===== src/rtl/ds_ser_pkg.sv =====
package ds_ser_pkg;

  typedef enum logic [1:0] {
    ST_IDLE = 2'd0,
    ST_SEND = 2'd1,
    ST_WAIT = 2'd2
  } ser_state_e;

endpackage


===== src/rtl/ds_lane_bank.sv =====
module ds_lane_bank #(
  parameter int WORD_W = 16,
  parameter int LANES  = 4
) (
  input  logic              clk,
  input  logic              rst_n,
  input  logic              load_en,
  input  logic [WORD_W-1:0] load_word,
  input  logic [LANES-1:0]  shift_en,
  output logic [LANES-1:0]  lane_lsb
);

  localparam int LANE_D = WORD_W / LANES;

  for (genvar j = 0; j < LANES; j++) begin : g_lane
    logic [LANE_D-1:0] lane_q;
    logic [LANE_D-1:0] lane_d;
    logic [LANE_D-1:0] load_val;
    logic              lane_ce;

    for (genvar k = 0; k < LANE_D; k++) begin : g_pick
      assign load_val[k] = load_word[k*LANES + j];
    end

    assign lane_ce = load_en | shift_en[j];

    always_comb begin
      lane_d = lane_q;
      if (load_en) begin
        lane_d = load_val;
      end else if (shift_en[j]) begin
        lane_d = {1'b0, lane_q[LANE_D-1:1]};
      end
    end

    always_ff @(posedge clk or negedge rst_n) begin
      if (!rst_n) begin
        lane_q <= '0;
      end else if (lane_ce) begin
        lane_q <= lane_d;
      end
    end

    assign lane_lsb[j] = lane_q[0];

    // a lane is never reloaded while it is being shifted
    p_no_load_during_shift_r6: assert property (@(posedge clk) disable iff (!rst_n)
      shift_en[j] |-> !load_en);
  end

endmodule


===== src/rtl/ds_merge_stage.sv =====
module ds_merge_stage #(
  parameter int LANES = 4
) (
  input  logic             clk,
  input  logic             rst_n,
  input  logic             start,
  input  logic             send,
  input  logic [LANES-1:0] lane_lsb,
  output logic [LANES-1:0] shift_en,
  output logic             bit_out
);

  localparam int PTR_W = (LANES > 1) ? $clog2(LANES) : 1;
  localparam logic [PTR_W-1:0] PTR_LAST = PTR_W'(LANES - 1);

  logic [PTR_W-1:0] ptr_q;
  logic [PTR_W-1:0] ptr_d;
  logic             ptr_ce;

  assign ptr_ce = start | send;

  always_comb begin
    ptr_d = ptr_q;
    if (start) begin
      ptr_d = '0;
    end else if (send) begin
      ptr_d = (ptr_q == PTR_LAST) ? '0 : ptr_q + 1'b1;
    end
  end

  always_ff @(posedge clk or negedge rst_n) begin
    if (!rst_n) begin
      ptr_q <= '0;
    end else if (ptr_ce) begin
      ptr_q <= ptr_d;
    end
  end

  always_comb begin
    shift_en = '0;
    bit_out  = 1'b0;
    for (int j = 0; j < LANES; j++) begin
      if (ptr_q == PTR_W'(j)) begin
        bit_out     = lane_lsb[j];
        shift_en[j] = send;
      end
    end
  end

  // rotation advances exactly one lane per sent bit
  p_rotate_r5: assert property (@(posedge clk) disable iff (!rst_n)
    (send && !start) |=> (ptr_q == (($past(ptr_q) == PTR_LAST) ? '0 : $past(ptr_q) + 1'b1)));

  // at most one lane shifts in a cycle
  p_single_lane_r2: assert property (@(posedge clk) disable iff (!rst_n)
    $onehot0(shift_en));

endmodule


===== src/rtl/ds_ledr_encoder.sv =====
module ds_ledr_encoder (
  input  logic clk,
  input  logic rst_n,
  input  logic bit_vld,
  input  logic bit_in,
  output logic line_s,
  output logic line_p
);

  logic s_q, s_d;
  logic p_q, p_d;

  always_comb begin
    s_d = bit_in;
    p_d = (bit_in == s_q) ? ~p_q : p_q;
  end

  always_ff @(posedge clk or negedge rst_n) begin
    if (!rst_n) begin
      s_q <= 1'b0;
      p_q <= 1'b0;
    end else if (bit_vld) begin
      s_q <= s_d;
      p_q <= p_d;
    end
  end

  assign line_s = s_q;
  assign line_p = p_q;

  // one edge per bit, on exactly one wire
  p_one_edge_r2: assert property (@(posedge clk) disable iff (!rst_n)
    bit_vld |=> ((line_s != $past(line_s)) != (line_p != $past(line_p))));

  // quiet line when no bit is sent
  p_quiet_r2: assert property (@(posedge clk) disable iff (!rst_n)
    !bit_vld |=> ($stable(line_s) && $stable(line_p)));

  // level wire follows the bit
  p_level_r3: assert property (@(posedge clk) disable iff (!rst_n)
    bit_vld |=> (line_s == $past(bit_in)));

  // wire parity flips on every bit
  p_parity_r4: assert property (@(posedge clk) disable iff (!rst_n)
    bit_vld |=> ((line_s ^ line_p) != $past(line_s ^ line_p)));

endmodule


===== src/rtl/ds_word_ctrl.sv =====
module ds_word_ctrl
  import ds_ser_pkg::*;
#(
  parameter int WORD_W = 16
) (
  input  logic clk,
  input  logic rst_n,
  input  logic in_valid,
  input  logic ack,
  output logic in_ready,
  output logic load_en,
  output logic send
);

  localparam int CNT_W = $clog2(WORD_W + 1);
  localparam logic [CNT_W-1:0] CNT_LAST = CNT_W'(WORD_W - 1);

  ser_state_e       state_q, state_d;
  logic [CNT_W-1:0] cnt_q, cnt_d;
  logic             cnt_ce;

  assign in_ready = (state_q == ST_IDLE);
  assign load_en  = in_ready & in_valid;
  assign send     = (state_q == ST_SEND);
  assign cnt_ce   = load_en | send;

  always_comb begin
    state_d = state_q;
    cnt_d   = cnt_q;
    case (state_q)
      ST_IDLE: begin
        if (in_valid) begin
          state_d = ST_SEND;
          cnt_d   = '0;
        end
      end
      ST_SEND: begin
        cnt_d = cnt_q + 1'b1;
        if (cnt_q == CNT_LAST) begin
          state_d = ST_WAIT;
        end
      end
      ST_WAIT: begin
        if (ack) begin
          state_d = ST_IDLE;
        end
      end
      default: state_d = ST_IDLE;
    endcase
  end

  always_ff @(posedge clk or negedge rst_n) begin
    if (!rst_n) begin
      state_q <= ST_IDLE;
    end else begin
      state_q <= state_d;
    end
  end

  always_ff @(posedge clk or negedge rst_n) begin
    if (!rst_n) begin
      cnt_q <= '0;
    end else if (cnt_ce) begin
      cnt_q <= cnt_d;
    end
  end

  // waiting holds until the acknowledge
  p_hold_for_ack_r7: assert property (@(posedge clk) disable iff (!rst_n)
    (state_q == ST_WAIT && !ack) |=> (state_q == ST_WAIT));

  // an acknowledge while sending does not cut the word short
  p_ack_ignored_r7: assert property (@(posedge clk) disable iff (!rst_n)
    (send && cnt_q != CNT_LAST) |=> send);

  // an accepted word is followed by a sending phase
  p_accept_r6: assert property (@(posedge clk) disable iff (!rst_n)
    load_en |=> (send && !in_ready));

endmodule


===== src/rtl/ds_split_serializer.sv =====
module ds_split_serializer #(
  parameter int WORD_W = 16,
  parameter int LANES  = 4
) (
  input  logic              clk,
  input  logic              rst_n,
  input  logic              in_valid,
  output logic              in_ready,
  input  logic [WORD_W-1:0] in_word,
  input  logic              ack,
  output logic              line_s,
  output logic              line_p
);

  // word must split evenly across lanes
  if ((WORD_W % LANES) != 0 || LANES < 1) begin : g_bad_split
    $error("WORD_W must be a multiple of LANES (R10)");
  end

  logic             load_en;
  logic             send;
  logic [LANES-1:0] shift_en;
  logic [LANES-1:0] lane_lsb;
  logic             merged_bit;

  ds_word_ctrl #(
    .WORD_W (WORD_W)
  ) ctrl_i (
    .clk      (clk),
    .rst_n    (rst_n),
    .in_valid (in_valid),
    .ack      (ack),
    .in_ready (in_ready),
    .load_en  (load_en),
    .send     (send)
  );

  ds_lane_bank #(
    .WORD_W (WORD_W),
    .LANES  (LANES)
  ) lanes_i (
    .clk       (clk),
    .rst_n     (rst_n),
    .load_en   (load_en),
    .load_word (in_word),
    .shift_en  (shift_en),
    .lane_lsb  (lane_lsb)
  );

  ds_merge_stage #(
    .LANES (LANES)
  ) merge_i (
    .clk      (clk),
    .rst_n    (rst_n),
    .start    (load_en),
    .send     (send),
    .lane_lsb (lane_lsb),
    .shift_en (shift_en),
    .bit_out  (merged_bit)
  );

  ds_ledr_encoder enc_i (
    .clk     (clk),
    .rst_n   (rst_n),
    .bit_vld (send),
    .bit_in  (merged_bit),
    .line_s  (line_s),
    .line_p  (line_p)
  );

  // no word is taken while one is in flight
  p_busy_no_take_r9: assert property (@(posedge clk) disable iff (!rst_n)
    send |-> !in_ready);

endmodule


===== config.mk =====
export PLATFORM = sky130hd
export DESIGN_NAME = ds_split_serializer
export DESIGN_NICKNAME = d
export VERILOG_FILES = /design/src/rtl/ds_ser_pkg.sv /design/src/rtl/ds_lane_bank.sv /design/src/rtl/ds_merge_stage.sv /design/src/rtl/ds_ledr_encoder.sv /design/src/rtl/ds_word_ctrl.sv /design/src/rtl/ds_split_serializer.sv
export SDC_FILE = /design/constraint.sdc
export NUM_CORES = 1
export LEC_CHECK = 0
export ABC_AREA = 1
export BUFFER_PORTS_ARGS = -buffer_cell sky130_fd_sc_hd__buf_2
export CAP_MARGIN = 10
export CORE_MARGIN = 2
export CORE_UTILIZATION = 40
export DETAILED_ROUTE_END_ITERATION = 8
export SYNTH_ARGS = -nofsm -noshare
export SYNTH_HDL_FRONTEND = slang
export SYNTH_SLANG_ARGS = --single-unit
export TNS_END_PERCENT = 50

===== constraint.sdc =====
create_clock -name clk -period 3.56 [get_ports clk]
set_input_delay 0.356 -clock clk [delete_from_list [all_inputs] [get_ports clk]]
set_output_delay 0.356 -clock clk [all_outputs]
set_load 0.1 [all_outputs]

==> metrics.md <==
| Metric | Value |
|---|---|
| Die width | `between 60 and 70 um` |
| Largest net degree at the start of global routing | `28` |
| Internal power | `0.0007440 W` |
| Period utilization | `0.5613` |
| Final antenna-violating net count | `0` |
| Initial DRC count | `32` |
| Setup Skew | `about 0.011 ns` |
| Endpoints failing hold | `0` |
| Hold Crit Class | `input pin to async pin` |
| Via count of the routed design | `around 1100` |
| Final Wtd Congestion | `0.7590` |
| Drt via density | `between 4 and 5` |
| Area Growth Syn to Fin | `13.13%` |
| Power density cells | `928.7 nW/um^2` |
| Switching share of power | `0.4730` |
| Fin util | `0.4629` |
| Synth top area share | `0.5028` |
| Setup TNS | `0 ns` |
| CTS resizes | `0` |
| MaxCap Viol Count | `0` |
| Final critical-path required period | `1.998 ns` |
| Clock share of power | `0.094` |
| Layout Nets | `206` |
| Mean Syn Cell Area | `8.559 sq um` |
| CP max stage delay | `roughly 0.5 ns` |
| Mapped Cells | `157` |
| #FFs+latches synth | `27` |
| Number of distinct library cells after synthesis | `20` |
| Core area | `roughly 3300 sq um` |
| Die span in y | `approximately 62 um` |
| WP data required | `between 3 and 4 ns` |
| GR Overflow Total | `0` |
| Synth Cell Area | `roughly 1300 sq um` |
| Net Count, Synth | `around 180` |
| Most frequent CP cell | `nor2_1` |
| Clk slew on worst S/H paths | `~0.15 ns` |
| Root buffer selected by CTS | `clkbuf_4` |
| Fillers | `327` |
| I/O Pins | `23` |
| Setup WS post-layout | `about 1.6 ns` |
| Most common cell after layout, fill and taps aside | `nand2_1` |
| HPWL after detailed placement | `roughly 1900 um` |
| Input/output buffers | `22` |
| Number of global-route vias before repair | `a little over 1000` |
| Commonest non-fill, non-tap cells in the layout | `nand2_1, dfrtp_1, buf_2, inv_1` |
| CP startpoint kind | `flop` |
| Area leader, netlist | `dfrtp_1` |
| Slowest CP cell | `nand2_1` |
| Global-route wire length before repair | `between 4000 and 5000 um` |
| Slew Limit Fails | `0` |
| Drc violations | `0` |
| WL final | `~2600 um` |
| Multi-input gate area | `around 570 sq um` |
| Register area share after synthesis | `0.5028` |
| Unrepaired setup endpoints after global routing | `false` |
| Synth top area cells | `dfrtp_1, nand2_1, nand3_1, ha_1, inv_1` |
| Leakage | `about 0.76 nW` |
| Starting Density | `0.4091` |
| Setup crit end kind | `flop` |
| Slew @ Worst Pin | `between 0.7 and 0.8 ns` |
| Layout Cell Area excl Fill | `about 1500 sq um` |
| Yosys warnings | `0` |
| Fmax | `~500 MHz` |
| Status | `finished, final reports clean` |
| # diodes | `0` |
| Worst Setup Path Type | `flop to flop` |
| Postcts setup bufs | `0` |
| Net load switching power | `0.0006678 W` |
| Worst path cell trace | `nor2_1, buf_4, nand2_1, o21ai_1, nor2_1, a31oi_1` |
| CTS max path bufs | `2` |
| Initial antenna violation count | `0` |
| Power, Total | `between 0.001 and 0.0015 W` |
| FP Rows | `21` |
| Comb power frac | `0.522` |
| Share of power burned in registers | `0.384` |
| Layout cell share with drive strength beyond 1 | `0.1732` |
| Register area | `around 680 sq um` |
| Final setup violation count | `0` |
| Die Area | `approximately 3800 sq um` |
| Slew headroom | `0.4661` |
| DR WL/cell | `between 10 and 15 um` |
| Hold buffer count at CTS | `0` |
| Worst EP arrival | `2.25 ns` |
| Clk Latency, worst-skew pair | `about 0.32 ns` |
| CTS Buf Count | `3` |
| CTS tree | `built` |
| DRT Pass-1 Iters | `4` |
| Total track usage | `0.1534` |
| Setup WS pre-CTS | `1.600 ns` |
| H-tree levels | `1` |
| VDD IR max | `338.8 uV` |
| Crit path max fanout | `22` |
| Placed cell areas | `roughly 1500 sq um` |
| CTS sink cnt | `27` |
[synthesized netlist by cell type, drive strengths merged]
master,instances
clkbuf,3
nor2,16
inv,18
xor2,1
dfrtp,27
buf,2
o22ai,2
nand2,29
o21ai,17
ha,6
a31oi,8
nand4,1
a21oi,8
a22o,1
or2,2
nand3,16
[critical path: cells and delay by family (launching register included)]
family | cells | cell delay [ns]
compound gates | 2 | 0.64
buf+inv | 1 | 0.20
flops | 1 | 0.41
simple gates | 3 | 0.67
[power by group through the flow]
| stage | combinational, W | clock (W) | sequential [W] |
|---|---|---|---|
| floorplan | 0.000530 | 0 | 0.000612 |
| global placement | 0.000719 | 0 | 0.000542 |
| detailed placement | 0.000742 | 0 | 0.000551 |
| CTS | 0.000746 | 0.000138 | 0.000543 |
| global route | 0.000844 | 0.000154 | 0.000562 |
| finish | 0.000737 | 0.000133 | 0.000542 |
[final timing paths]
kind,start,end,slack [ns],cells after the start
setup / recovery,ctrl_i.state_q[0],lanes_i.g_lane[0].lane_q[0],1.56,6
hold / removal,rst_n,lanes_i.g_lane[3].lane_q[1],0.02,1
setup reg to reg,ctrl_i.state_q[0],lanes_i.g_lane[0].lane_q[0],1.56,6
hold reg to reg,ctrl_i.cnt_q[0],ctrl_i.cnt_q[0],0.53,1
max in group asynchronous,rst_n,lanes_i.g_lane[2].lane_q[1],3.15,1
min in group clk,ack,ctrl_i.state_q[1],0.23,2
[final cells by class]
type	count	share of cell area
flip-flops and latches	27	0.4444
multi-input cells	107	0.3778
repair buffers	23	0.07737
inverters	18	0.04444
well taps	46	0.03786
clock buffers	3	0.01481
clock inverters	1	0.003292
[flip-flops by register name, summed over array words and instances, names as in the netlist]
register               flops
merge_i.ptr_q              2
ctrl_i.state_q             2
lanes_i.g_lane.lane_q     16
ctrl_i.cnt_q               5
enc_i.line_s               1
enc_i.line_p               1
[metal layers]
metal	wire length [um]	vias to the layer above	track usage	part of all wire
li1	-	564	-	-
met1	1241	519	0.2047	0.48
met2	1238	14	0.2515	0.48
met3	84	2	0.01863	0.033
met4	15	0	0.06383	0.0058
met5	0	-	0	0
[through the flow]
step / std cells / hold WS (ns)
after floorplan: 157 / 0.06041
after global placement: 221 / 0.3998
after detailed placement: 221 / 0.4002
after CTS: 225 / 0.02979
after global routing: 225 / 0.04099
final: 225 / 0.01941
[kinds of logic after synthesis]
| kind of cell | after synthesis | share of synthesized area |
|---|---|---|
| AOI/OAI and AO/OA | 36 | 0.1657 |
| buffers and inverters | 23 | 0.06982 |
| xor gates and xnor gates | 1 | 0.006519 |
| and+or+nand+nor | 64 | 0.1993 |
| DFF | 27 | 0.5028 |
| adders and majority gates | 6 | 0.05586 |
Power figures use the tool's default switching activity.
